==> src/rtl/ackr_pkg.sv <==
package ackr_pkg;

  typedef enum logic [1:0] {
    PH_IDLE = 2'd0,
    PH_ADDR = 2'd1,
    PH_ACK  = 2'd2
  } phase_t;

  typedef struct packed {
    logic start;
    logic stop;
    logic scl_rise;
    logic scl_fall;
  } bus_evt_t;

endpackage

==> src/rtl/bit_sync.sv <==
module bit_sync #(
  parameter int W      = 2,
  parameter int STAGES = 2,
  parameter logic [W-1:0] RST_VAL = '1
) (
  input  logic         clk,
  input  logic         rst,
  input  logic [W-1:0] d,
  output logic [W-1:0] q
);

  logic [W-1:0] stg [STAGES];

  for (genvar i = 0; i < STAGES; i++) begin : g_stage
    if (i == 0) begin : g_first
      always_ff @(posedge clk) begin
        if (rst) stg[0] <= RST_VAL;
        else     stg[0] <= d;
      end
    end else begin : g_next
      always_ff @(posedge clk) begin
        if (rst) stg[i] <= RST_VAL;
        else     stg[i] <= stg[i-1];
      end
    end
  end

  assign q = stg[STAGES-1];

endmodule

==> src/rtl/bus_event_det.sv <==
module bus_event_det
  import ackr_pkg::*;
(
  input  logic     clk,
  input  logic     rst,
  input  logic     scl_s,
  input  logic     sda_s,
  output bus_evt_t evt
);

  logic scl_q, sda_q;

  always_ff @(posedge clk) begin
    if (rst) begin
      scl_q <= 1'b1;
      sda_q <= 1'b1;
    end else begin
      scl_q <= scl_s;
      sda_q <= sda_s;
    end
  end

  always_comb begin
    evt.start    = scl_s & scl_q &  sda_q & ~sda_s;
    evt.stop     = scl_s & scl_q & ~sda_q &  sda_s;
    evt.scl_rise =  scl_s & ~scl_q;
    evt.scl_fall = ~scl_s &  scl_q;
  end

endmodule

==> src/rtl/addr_capture.sv <==
module addr_capture
  import ackr_pkg::*;
#(
  parameter int ADDR_W = 7,
  localparam int BYTE_W = ADDR_W + 1,
  localparam int CNT_W  = $clog2(BYTE_W + 1)
) (
  input  logic              clk,
  input  logic              rst,
  input  bus_evt_t          evt,
  input  logic              en,
  input  logic              sda_s,
  input  logic [BYTE_W-1:0] own_addr,
  output logic [ADDR_W-1:0] rx_addr,
  output logic              byte_done,
  output logic              hit
);

  logic [BYTE_W-1:0] shreg;
  logic [CNT_W-1:0]  cnt;
  logic              unused_dir_bit;

  always_ff @(posedge clk) begin
    if (rst) begin
      shreg <= '0;
      cnt   <= '0;
    end else if (evt.start) begin
      cnt   <= '0;
    end else if (en && evt.scl_rise && (cnt < CNT_W'(BYTE_W))) begin
      shreg <= {shreg[BYTE_W-2:0], sda_s};
      cnt   <= cnt + 1'b1;
    end
  end

  assign rx_addr        = shreg[BYTE_W-1:1];
  assign byte_done      = (cnt == CNT_W'(BYTE_W));
  assign hit            = (rx_addr == own_addr[BYTE_W-1:1]);
  assign unused_dir_bit = own_addr[0] ^ shreg[0];

  p_cnt_bound_r3: assert property (@(posedge clk) disable iff (rst)
    cnt <= CNT_W'(BYTE_W))
    else $error("bit counter past one byte");

endmodule

==> src/rtl/addr_ack_responder.sv <==
module addr_ack_responder
  import ackr_pkg::*;
#(
  parameter int ADDR_W      = 7,
  parameter int SYNC_STAGES = 2,
  localparam int BYTE_W     = ADDR_W + 1
) (
  input  logic              clk,
  input  logic              rst,
  input  logic              scl_in,
  input  logic              sda_in,
  input  logic [BYTE_W-1:0] own_addr,
  output logic              sda_pull
);

  logic [1:0]        line_s;
  logic              scl_s, sda_s;
  bus_evt_t          evt;
  phase_t            phase;
  logic [ADDR_W-1:0] rx_addr;
  logic              byte_done, hit;

  bit_sync #(.W(2), .STAGES(SYNC_STAGES), .RST_VAL(2'b11)) i_sync (
    .clk (clk),
    .rst (rst),
    .d   ({scl_in, sda_in}),
    .q   (line_s)
  );
  assign scl_s = line_s[1];
  assign sda_s = line_s[0];

  bus_event_det i_det (
    .clk   (clk),
    .rst   (rst),
    .scl_s (scl_s),
    .sda_s (sda_s),
    .evt   (evt)
  );

  addr_capture #(.ADDR_W(ADDR_W)) i_cap (
    .clk       (clk),
    .rst       (rst),
    .evt       (evt),
    .en        (phase == PH_ADDR),
    .sda_s     (sda_s),
    .own_addr  (own_addr),
    .rx_addr   (rx_addr),
    .byte_done (byte_done),
    .hit       (hit)
  );

  always_ff @(posedge clk) begin
    if (rst) begin
      phase    <= PH_IDLE;
      sda_pull <= 1'b0;
    end else if (evt.stop) begin
      phase    <= PH_IDLE;
      sda_pull <= 1'b0;
    end else if (evt.start) begin
      phase    <= PH_ADDR;
      sda_pull <= 1'b0;
    end else begin
      unique case (phase)
        PH_ADDR: if (evt.scl_fall && byte_done) begin
          phase    <= hit ? PH_ACK : PH_IDLE;
          sda_pull <= hit;
        end
        PH_ACK: if (evt.scl_fall) begin
          phase    <= PH_IDLE;
          sda_pull <= 1'b0;
        end
        default: begin
          phase    <= PH_IDLE;
          sda_pull <= 1'b0;
        end
      endcase
    end
  end

  // drive starts only while the synchronised clock line is low
  p_pull_rise_scl_low_r7: assert property (@(posedge clk) disable iff (rst)
    $rose(sda_pull) |-> $past(!scl_s))
    else $error("pull-down asserted with clock high");

  // release also happens with the clock line low
  p_pull_fall_scl_low_r7: assert property (@(posedge clk) disable iff (rst)
    $fell(sda_pull) |-> $past(!scl_s))
    else $error("pull-down released with clock high");

  // the acknowledge level is steady while the clock is high
  p_pull_stable_high_r4: assert property (@(posedge clk) disable iff (rst)
    (scl_s && $past(scl_s)) |-> $stable(sda_pull))
    else $error("pull-down changed during clock high");

  // an acknowledge needs a complete address byte
  p_ack_after_byte_r3: assert property (@(posedge clk) disable iff (rst)
    $rose(sda_pull) |-> $past(byte_done))
    else $error("acknowledge before eight bits");

  // the comparison uses the upper seven bits only
  p_ack_addr_match_r5: assert property (@(posedge clk) disable iff (rst)
    $rose(sda_pull) |-> $past(rx_addr == own_addr[BYTE_W-1:1]))
    else $error("acknowledge for a foreign address");

endmodule

==> config.mk <==
export PLATFORM = sky130hd
export DESIGN_NAME = addr_ack_responder
export DESIGN_NICKNAME = d
export VERILOG_FILES = /design/src/rtl/ackr_pkg.sv /design/src/rtl/bit_sync.sv /design/src/rtl/bus_event_det.sv /design/src/rtl/addr_capture.sv /design/src/rtl/addr_ack_responder.sv
export SDC_FILE = /design/constraint.sdc
export NUM_CORES = 1
export LEC_CHECK = 0
export BUFFER_PORTS_ARGS = -buffer_cell sky130_fd_sc_hd__buf_4
export CAP_MARGIN = 0
export CORE_MARGIN = 2
export CORE_UTILIZATION = 48
export CTS_CLUSTER_SIZE = 40
export DETAILED_ROUTE_END_ITERATION = 16
export PLACE_DENSITY_LB_ADDON = 0.1
export SLEW_MARGIN = 20
export SYNTH_ARGS = -nofsm -noshare
export SYNTH_HDL_FRONTEND = slang
export SYNTH_SLANG_ARGS = --single-unit
==> constraint.sdc <==
create_clock -name clk -period 1 [get_ports clk]
set_input_delay 0.05 -clock clk [delete_from_list [all_inputs] [get_ports clk]]
set_output_delay 0.05 -clock clk [all_outputs]
set_load 0.03 [all_outputs]
== Yosys cells after proc, flatten, opt, wreduce, memory -nomap -nowiden ==
Memories as Yosys holds them, arrays and structs flattened.
Index checks and enable logic that the tools add are counted.
Operators by class
  add/subtract/negate cells: 1
  $lt $le $gt $ge: 1
  eq/ne operators: 8
  mux-type cells: 13
  bitwise gates (word level): 14
  reduce and logical (&&, ||, !) cells: 9
Operator list (number)
  $mux W2: 5
  $and A1 B1 Y1: 7
  $eq A7 B7 Y1: 1
  $mux W1: 6
  $ne A3 B3 Y1 const B: 2
  $reduce_and A2 Y1: 3
  $not A1 Y1: 5
  $add A4 B1 Y4 const B: 1
  $eq A4 B4 Y1 const B: 1
  $lt A4 B4 Y1 const B: 1
  $ne A2 B2 Y1 const B: 2
  $pmux W2 S2: 1
  $reduce_or A2 Y1: 2
  $logic_and A1 B1 Y1: 3
  $reduce_or A3 Y1: 1
  $eq A2 B1 Y1 const B: 1
  $eq A2 B2 Y1 const B: 1
  $or A1 B1 Y1: 2
  $pmux W1 S2: 1
Storage, ports and cells
  register bits: 17
  memory bits (writable): 4
  bits of input ports: 12
  output and inout port bits: 1
  logic and storage cells: 54
  memories: 1
Memory list
  i_sync.stg: words 2, bits a word 2, read ports 2, clocked after memory_dff 0, wr ports 2, RTL line bit_sync.sv:12  | logic [W-1:0] stg [STAGES];

== Longest topological paths before layout ==
Gate-level depths: netlist of the first run.
An unclocked memory read counts as a cell.
  word-level depth: 7
  mapped depth: 5
  depth with buffers taken out: 5

== Modules after synthesis ==
A second synthesis of the first run with hierarchy kept.
Unflattened totals
  cells, all modules: 88
  area, all modules: 908.4 um^2
Modules (own cells, without submodules)
  addr_capture: times used 1, cells each 63, area each 621.8 um^2, sequential area each 240.2 um^2
  bit_sync: times used 1, cells each 8, area each 105.1 um^2, sequential area each 80.1 um^2
  addr_ack_responder: times used 1, cells each 9, area each 96.3 um^2, sequential area each 40.0 um^2
  bus_event_det: times used 1, cells each 8, area each 85.1 um^2, sequential area each 40.0 um^2

== Least setup slack after synthesis of the first run ==
Ideal clock, no wire load.
  path kind: flip-flop to flip-flop
  start point: reg, netlist name sda_pull
  end point: reg i_cap.shreg[0]
  arrival: 1.190 ns
  required time: 0.874 ns
  path slack: -0.317 ns
  stages on the path, launching flop included: 6
  path buffers: 1
  path through: dfxtp_1 nand2b_4 nor3_2 buf_6 mux2i_1 nor2_1
RTL lines
  end signal, assigned: RTL line addr_capture.sv:30  | shreg <= {shreg[BYTE_W-2:0], sda_s};
  end, declared: RTL line addr_capture.sv:19  | logic [BYTE_W-1:0] shreg;

== Final worst setup path of the first run ==
  start point: reg i_cap.shreg[1]
  end point: reg sda_pull
Between the ends
  cells in the longest elaborated chain, start to end: 3
RTL lines
  $eq A7 B7 Y1: RTL line addr_capture.sv:37  | assign hit = (rx_addr == own_addr[BYTE_W-1:1]);
  $mux W1: RTL line addr_ack_responder.sv:64  | PH_ADDR: if (evt.scl_fall && byte_done) begin
  $pmux W1 S2: RTL line addr_ack_responder.sv:63  | unique case (phase)
  end signal, assigned: RTL line addr_ack_responder.sv:66  | sda_pull <= hit;
  end, declared: RTL line addr_ack_responder.sv:13  | output logic sda_pull
No other way between the ends. The select of a mux whose other input is x is not followed.
A chain may end at the register's enable or synchronous reset.

==> results of run 1 <==
cell usage after synthesis, types with 2 or more instances:
| cell type | count |
|---|---|
| nor3b_1 | 2 |
| or2_2 | 6 |
| nor4_1 | 2 |
| xor2_1 | 7 |
| mux2i_1 | 9 |
| a41oi_1 | 2 |
| xnor2_1 | 2 |
| ha_1 | 2 |
| dfxtp_1 | 20 |
| nor2_1 | 13 |
| a21oi_1 | 2 |
| a41o_1 | 2 |
| inv_1 | 5 |
cells in the final DEF, fill, tap and decap left out:
master,netlist,layout
dlygate4sd3_1,0,2
xnor2_1,2,2
dfxtp_4,0,1
xor2_1,7,7
and2b_1,1,1
a41oi_1,2,2
nand3b_1,1,1
buf_6,1,1
clkbuf_16,0,1
ha_1,2,2
nor3_4,0,1
buf_4,0,22
nor4b_2,1,1
mux2i_2,0,2
mux2i_1,9,7
or2_2,6,6
nor2_1,13,13
dfxtp_1,20,16
inv_1,5,5
clkbuf_4,0,3
a21oi_1,2,2
buf_12,0,1
nand2b_4,1,2
nand2_1,1,1
a41o_1,2,2
nor3b_1,2,2
nor4_1,2,2
dfxtp_2,0,3
cells by family (layout without fill, tap and decap cells):
family,Yosys count,count (layout),synth area share (%)
DFF,20,20,46.8
and+or+nand+nor,30,30,21.1
muxes,9,9,10.5
adders and majority gates,2,2,2.92
buffers and inverters,7,35,3.95
AOI/OAI and AO/OA,6,6,5.56
xor gates and xnor gates,9,9,9.21
per-stage QoR:
stage	std cells	setup TNS (ns)	setup slack, ns	utilization (%)
after global placement	129	-1.76	-0.154	62.9
after CTS	136	-2.34	-0.214	67.4
after detailed placement	129	-2.18	-0.217	62.9
after floorplan	83	-1.89	-0.183	-
final	136	-2.41	-0.220	68.1
after global routing	136	-3.35	-0.282	68.1
cell type report:
type | instances | area, um^2 | area share, %
clock buffers | 4 | 47.5 | 4.09
multi-input cells | 56 | 440 | 37.9
repair buffers | 26 | 216 | 18.6
flip-flops and latches | 20 | 408 | 35.1
well taps | 25 | 31.3 | 2.69
inverters | 5 | 18.8 | 1.61
state kept, by name, indices dropped and copies added (netlist names):
| register | cells |
|---|---|
| i_det.scl_q | 1 |
| i_det.sda_q | 1 |
| i_cap.shreg | 8 |
| i_cap.cnt | 4 |
| sda_pull | 1 |
| phase | 1 |
| i_sync.stg | 4 |
worst max-delay path, cell delays in order, from the launching register on:
cell	delay (ns)
dfxtp_1	0.34
xor2_1	0.18
nor4_1	0.33
a21oi_1	0.11
nor3b_1	0.18
repair_timing:
action,in CTS,in global routing
hold buffers,2,0
cloned,0,0
hold endpoints to repair,2,0
endpoints found under the setup margin,14,15
gates resized for setup,2,3
pin swaps,0,0
setup buffers,1,0
where the power goes:
group / total (mW) / internal [mW] / switching, mW
registers: 0.821 / 0.810 / 0.0118
clock network: 0.570 / 0.305 / 0.265
logic: 0.132 / 0.0735 / 0.0586
total: 1.52 / 1.19 / 0.336
worst paths after layout:
check,endpoint,slack [ns],cells past startpoint
max,sda_pull$_SDFFE_PP0P_,-0.22,4
max reg2reg,sda_pull$_SDFFE_PP0P_,-0.22,4
min reg2reg,i_sync.stg[1][0]$_SDFF_PP1_,0.43,1
min,i_cap.shreg[1]$_SDFFE_PP0P_,0.02,2
metal layers:
layer	vias to the layer above	wire length, um
li1	337	-
met1	302	743
met2	15	863
met3	2	57
met4	0	14
met5	-	0
==> flow_metrics.env, run 1 <==
export IMPL_status="complete, but fails checks"
export IMPL_violations="setup timing"
export IMPL_firstDrtPassIters=4
export IMPL_total_power_mw=1.52
export IMPL_avgSynthCellArea_um2=10.3
export IMPL_grt_max_degree=17
export IMPL_synth_cell_type_count=22
export IMPL_drive_gt1_share_pct=39.6
export IMPL_cts_buffer_depth=2
export IMPL_synth_edf_count=0
export IMPL_wl_per_cell_um=12.3
export IMPL_syn_area_um2=856
export IMPL_wl_um=1680
export IMPL_cp_end_kind="flip-flop"
export IMPL_top_usage_layer="met2"
export IMPL_synth_top_area_share_pct=46.8
export IMPL_cts_clk_slew_worst_paths_ns=0.12
export IMPL_cap_violations=0
export IMPL_synthFlopType="dfxtp_1"
export IMPL_cts_tree="yes"
export IMPL_rsz0062_at_grt="yes"
export IMPL_async_flop_share_pct=0
export IMPL_cts_root_buf="clkbuf_4"
export IMPL_core_area_um2=1710
export IMPL_io_pins=13
export IMPL_grt_pass1_vias=617
export IMPL_fin_crit_ns=1.22
export IMPL_yosysWarnings=0
export IMPL_gp_congestion=0.728
export IMPL_p_per_area_nw_per_um2=1310
export IMPL_worst_pin_slew_ns=0.290
export IMPL_p_leak_nw=0.500
export IMPL_finalSetupViolations=14
export IMPL_syn_instance_count=83
export IMPL_ant_nets=0
export IMPL_grt_pass1_wl_um=2790
export IMPL_timing_final_ws_setup_ns=-0.220
export IMPL_ir_drop_uv=1160
export IMPL_max_slew_margin_pct=80.5
export IMPL_hold_class="input pin to flip-flop"
export IMPL_cp_data_required_time_ns=1.22
export IMPL_grt_overflow=0
export IMPL_dp_hpwl_um=1120
export IMPL_place_area_um2=1070
export IMPL_viasPerCell=4.82
export IMPL_hold_ws_ns=0.0153
export IMPL_ys_seq_area_share_pct=46.8
export IMPL_dieArea_um2=2140
export IMPL_grt_util_met1_pct=24.5
export IMPL_met3_usage_pct=3.53
export IMPL_io_buffers=11
export IMPL_critPathMaxFanout=2
export IMPL_n_antenna_cell=0
export IMPL_slew_violations=0
export IMPL_critPathLaunch="i_cap.shreg[1]$_SDFFE_PP0P_"
export IMPL_area_growth_pct=35.8
export IMPL_synth_area_leaders="dfxtp_1 (47%), mux2i_1 (11%), xor2_1 (7.2%)"
export IMPL_finalCritPeriodShare_pct=122
export IMPL_finalHoldViolCount=0
export IMPL_syn_nets=97
export IMPL_cts_buffers=3
export IMPL_fin_skew_ns=0.00690
export IMPL_use_met2_pct=31.7
export IMPL_nets=126
export IMPL_drtIter0Drc=7
export IMPL_fp_dieH_um=46.2
export IMPL_worstSkewPairLatency_ns=0.30
export IMPL_cts_sinks=20
export IMPL_die_w_um=46.2
export IMPL_yosys_area_top_type="dfxtp_1"
export IMPL_worstHoldStart="rst"
export IMPL_fillers=134
export IMPL_startpoint_type="flip-flop"
export IMPL_r2r_start="i_cap.shreg[1]$_SDFFE_PP0P_"
export IMPL_drc=0
export IMPL_synth_seq_cells=20
export IMPL_critical_path_class="flip-flop to flip-flop"
export IMPL_htree_levels=1
export IMPL_num_vias=656
export IMPL_fmax_mhz=819
export IMPL_start_util_pct=50.1
export IMPL_crit_arrival_ns=1.44
export IMPL_antenna_found_initial=0
export IMPL_final_cell_area_um2=1160
export IMPL_placementRows=15
export IMPL_grtUsageTotal_pct=19.3
(Power assumes the default switching activity.)
==> run 2, diff against run 1 <==
- SKIP_CTS_REPAIR_TIMING: default -> 1
==> flow_metrics.env, run 2 (same netlist as run 1, synthesis figures left out) <==
export IMPL_layout_commonest_cell="buf_4"
export IMPL_worst_pin_slew_ns=0.286
export IMPL_hold_class="input pin to flip-flop"
export IMPL_top_register="i_cap.shreg"
export IMPL_fin_crit_ns=1.21
export IMPL_io_pins=13
export IMPL_status="complete, but fails checks"
export IMPL_switching_power_mw=0.330
export IMPL_finalSetupTns_ns=-2.32
export IMPL_cap_violations=0
export IMPL_worstSkewPairLatency_ns=0.30
export IMPL_placed_cells_incl_taps=129
export IMPL_ant_nets=0
export IMPL_p_leak_nw=0.495
export IMPL_finalCritPeriodShare_pct=121
export IMPL_grt_pass1_wl_um=2750
export IMPL_p_per_area_nw_per_um2=1310
export IMPL_instances_no_fill=135
export IMPL_fp_dieH_um=46.2
export IMPL_grt_overflow=0
export IMPL_finalHoldViolCount=0
export IMPL_critical_path_class="flip-flop to flip-flop"
export IMPL_dp_hpwl_um=1120
export IMPL_rsz0062_at_grt="yes"
export IMPL_p_seq_share_pct=54.1
export IMPL_slew_violations=0
export IMPL_gp_congestion=0.728
export IMPL_cts_tree="yes"
export IMPL_cts_buffers=3
export IMPL_htree_levels=1
export IMPL_grt_pass1_vias=593
export IMPL_fillers=140
export IMPL_cts_sinks=20
export IMPL_num_vias=636
export IMPL_drc=0
export IMPL_wl_per_cell_um=12.0
export IMPL_share_comb_of_total_power_pct=8.6
export IMPL_fin_skew_ns=0.00600
export IMPL_crit_arrival_ns=1.43
export IMPL_finalSetupViolations=14
export IMPL_n_antenna_cell=0
export IMPL_violations="setup timing"
export IMPL_cts_buffer_depth=2
export IMPL_grt_max_degree=17
export IMPL_ir_drop_uv=1150
export IMPL_final_cell_mix="buf_4 (21), dfxtp_1 (16), nor2_1 (13)"
export IMPL_startpoint_type="flip-flop"
export IMPL_nets=125
export IMPL_cp_data_required_time_ns=1.21
export IMPL_io_buffers=11
export IMPL_placementRows=15
export IMPL_top_regs="i_cap.shreg (8), i_cap.cnt (4), i_sync.stg (4)"
export IMPL_drtIter0Drc=15
export IMPL_antenna_found_initial=0
export IMPL_cts_root_buf="clkbuf_4"
export IMPL_firstDrtPassIters=5
export IMPL_max_slew_margin_pct=80.7
export IMPL_fmax_mhz=824
export IMPL_viasPerCell=4.71
export IMPL_timing_final_ws_setup_ns=-0.214
export IMPL_area_growth_pct=34.9
export IMPL_cts_clk_slew_worst_paths_ns=0.12
export IMPL_core_area_um2=1710
export IMPL_drive_gt1_share_pct=39.1
export IMPL_start_util_pct=50.1
export IMPL_wl_um=1620
export IMPL_power_frac_clock_pct=37.3
export IMPL_critPathMaxFanout=11
export IMPL_dieArea_um2=2140
export IMPL_cp_end_kind="flip-flop"
export IMPL_total_power_mw=1.52
export IMPL_largest_register_ffs=8
export IMPL_die_w_um=46.2
export IMPL_grtUsageTotal_pct=19.2
export IMPL_p_sw_share_pct=21.8
export IMPL_internal_power_mw=1.19
## run 2: cell types whose count changed in the layout (fill, tap and decap cells not counted), sizes merged
cell	previous run	this run
buf	24	23
## run 2: per-layer routing
| metal | vias up | global-route usage (%) | routed length, um |
|---|---|---|---|
| met1 | 289 | 24.3 | 751 |
| met2 | 7 | 30.6 | 799 |
| li1 | 336 | - | - |
| met4 | 0 | 10.3 | 36 |
| met3 | 4 | 3.53 | 30 |
| met5 | - | 0 | 0 |
## run 2: path summary, 6_finish.rpt
| kind | startpoint | end | slack (ns) | cells after the start |
|---|---|---|---|---|
| worst max register to register | i_cap.cnt[3]$_SDFFE_PP0P_ | i_cap.shreg[0]$_SDFFE_PP0P_ | -0.21 | 5 |
| worst min-delay path | rst | i_cap.shreg[1]$_SDFFE_PP0P_ | 0.01 | 2 |
| worst min register to register | i_sync.stg[0][0]$_SDFF_PP1_ | i_sync.stg[1][0]$_SDFF_PP1_ | 0.43 | 1 |
| worst max-delay path | i_cap.cnt[3]$_SDFFE_PP0P_ | i_cap.shreg[0]$_SDFFE_PP0P_ | -0.21 | 5 |
## run 2: per-stage QoR
stage                     util [%]  instance area [um^2]  hold WS (ns)  worst slack [ns]
after floorplan                  -                   872         0.154            -0.183
after global placement        62.9                  1070         0.235            -0.154
after detailed placement      62.9                  1070         0.241            -0.217
after CTS                     65.6                  1120       -0.0805            -0.234
after global routing          67.6                  1150        0.0251            -0.282
final                         67.6                  1150        0.0145            -0.214
## run 2: area by class of cell
cell class                      instances  area [um^2]  area share, %
Inverter                                5         18.8           1.63
Tap cell                               25         31.3           2.71
Clock buffer                            4         47.5           4.12
Multi-Input combinational cell         56          440           38.1
Sequential cell                        20          408           35.3
Timing Repair Buffer                   25          209           18.1
## run 2: worst max-delay path, cell delays in order, from the launching register on
cell and delay, ns:
dfxtp_1 0.33, nand2b_4 0.15, nor3_4 0.19, buf_12 0.17
mux2i_2 0.22, nor2_1 0.05
## run 2: power groups by stage
stage / Combinational, mW / Clock [mW] / Sequential, mW
2_1_floorplan: 0.0663 / 0 / 0.839
3_3_place_gp: 0.122 / 0 / 0.838
3_5_place_dp: 0.123 / 0 / 0.840
4_1_cts: 0.125 / 0.574 / 0.821
5_1_grt: 0.146 / 0.610 / 0.824
6_report: 0.130 / 0.566 / 0.822
==> run 3, diff against run 2 <==
- CORE_MARGIN: 2 -> default
- PLACE_DENSITY: default -> 0.82
- PLACE_DENSITY_LB_ADDON: 0.1 -> default
==> flow_metrics.env, run 3 (same netlist as run 1, synthesis figures left out) <==
export IMPL_critPathMaxFanout=11
export IMPL_largest_register_ffs=8
export IMPL_regArea_um2=407
export IMPL_max_slew_margin_pct=82.5
export IMPL_viasPerCell=5.06
export IMPL_grt_overflow=0
export IMPL_grt_max_degree=17
export IMPL_place_area_um2=1090
export IMPL_io_buffers=11
export IMPL_layout_commonest_cell="buf_4"
export IMPL_cts_clk_slew_worst_paths_ns=0.12
export IMPL_critical_path_class="flip-flop to flip-flop"
export IMPL_hold_class="input pin to flip-flop"
export IMPL_worst_pin_slew_ns=0.262
export IMPL_cts_tree="yes"
export IMPL_num_vias=658
export IMPL_fin_util_pct=75.0
export IMPL_core_area_um2=1580
export IMPL_violations="setup timing"
export IMPL_n_antenna_cell=0
export IMPL_cts_root_buf="clkbuf_4"
export IMPL_startpoint_type="flip-flop"
export IMPL_htree_levels=1
export IMPL_grt_pass1_vias=641
export IMPL_worstSkewPairLatency_ns=0.30
export IMPL_rsz0062_at_grt="yes"
export IMPL_cts_sinks=20
export IMPL_fmax_mhz=817
export IMPL_drtIter0Drc=6
export IMPL_nets=129
export IMPL_io_pins=13
export IMPL_top_regs="i_cap.shreg (8), i_cap.cnt (4), i_sync.stg (4)"
export IMPL_drive_gt1_share_pct=41.2
export IMPL_reg2reg_slack_ns=-0.22
export IMPL_drc=0
export IMPL_r2r_start="sda_pull$_SDFFE_PP0P_"
export IMPL_fin_crit_ns=1.22
export IMPL_fin_skew_ns=0.00130
export IMPL_finalCritPeriodShare_pct=122
export IMPL_cp_end_kind="flip-flop"
export IMPL_top_register="i_cap.shreg"
export IMPL_cp_data_required_time_ns=1.21
export IMPL_firstDrtPassIters=4
export IMPL_slew_violations=0
export IMPL_ant_nets=0
export IMPL_ir_drop_uv=1550
export IMPL_antenna_found_initial=0
export IMPL_multi_input_area_um2=450
export IMPL_cts_buffers=3
export IMPL_finalHoldViolCount=0
export IMPL_grt_pass1_wl_um=2700
export IMPL_crit_arrival_ns=1.43
export IMPL_final_cell_mix="buf_4 (25), dfxtp_1 (17), nor2_1 (13)"
export IMPL_fp_dieH_um=44.2
export IMPL_cap_violations=0
export IMPL_r2r_end="i_cap.shreg[4]$_SDFFE_PP0P_"
export IMPL_fillers=101
export IMPL_die_w_um=44.2
export IMPL_finalSetupViolations=14
export IMPL_gp_congestion=0.807
export IMPL_grtUsageTotal_pct=19.3
export IMPL_wl_um=1640
export IMPL_timing_final_ws_setup_ns=-0.225
export IMPL_dieArea_um2=1960
export IMPL_placementRows=14
export IMPL_p_leak_nw=0.516
export IMPL_reg2reg_depth=5
export IMPL_start_util_pct=54.3
export IMPL_worstHoldStart="rst"
export IMPL_hold_depth=2
export IMPL_wl_per_cell_um=12.6
export IMPL_dp_hpwl_um=1230
export IMPL_worstHoldEndpoint="i_cap.shreg[7]$_SDFFE_PP0P_"
export IMPL_finalSetupTns_ns=-2.48
export IMPL_p_per_area_nw_per_um2=1290
export IMPL_area_growth_pct=38.2
export IMPL_status="complete, but fails checks"
export IMPL_cts_buffer_depth=2
export IMPL_final_cell_area_um2=1180
export IMPL_hold_ws_ns=0.0198
-- run 3: cell type report --
cell class	count	share of cell area [%]
multi-input combinational	56	38.1
tap	16	1.69
timing repair buffer	29	20.2
inverter	5	1.59
clock buffer	4	4.02
sequential	20	34.4
-- run 3: routing by layer --
| layer | share of wire [%] | track usage, % | up-vias |
|---|---|---|---|
| met5 | 0 | 0 | - |
| met4 | 0.79 | 5.45 | 0 |
| met3 | 3.3 | 6.12 | 2 |
| met2 | 48 | 32.6 | 10 |
| met1 | 48 | 23.6 | 304 |
| li1 | - | - | 342 |
-- run 3: worst max-delay path: stages (launching register included) --
cell,delay (ns)
dfxtp_4,0.36
nand2b_4,0.17
nor3_4,0.17
buf_12,0.17
mux2i_1,0.21
nor2_1,0.05
-- run 3: where the power goes --
part	switching, mW	leakage (nW)	internal (mW)
clock network	0.258	0.0261	0.305
logic	0.0621	0.326	0.0811
registers	0.0123	0.163	0.810
total	0.332	0.516	1.20
-- run 3: worst max-delay path by stage --
stage	cells after the start	end	start
finish	5	i_cap.shreg[4]$_SDFFE_PP0P_	sda_pull$_SDFFE_PP0P_
global route	5	i_cap.shreg[0]$_SDFFE_PP0P_	sda_pull$_SDFFE_PP0P_
CTS	5	i_cap.shreg[4]$_SDFFE_PP0P_	sda_pull$_SDFFE_PP0P_
detailed placement	5	i_cap.shreg[4]$_SDFFE_PP0P_	sda_pull$_SDFFE_PP0P_
global placement	4	sda_pull$_SDFFE_PP0P_	i_cap.shreg[5]$_SDFFE_PP0P_
floorplan	5	i_cap.shreg[0]$_SDFFE_PP0P_	sda_pull$_SDFFE_PP0P_
-- run 3: stage by stage --
stage / setup WS, ns / cells / total power, mW
floorplan: -0.183 / 83 / 0.905
global placement: -0.169 / 124 / 0.966
global route: -0.287 / 130 / 1.59
finish: -0.225 / 130 / 1.53
CTS: -0.232 / 128 / 1.53
detailed placement: -0.204 / 124 / 0.970
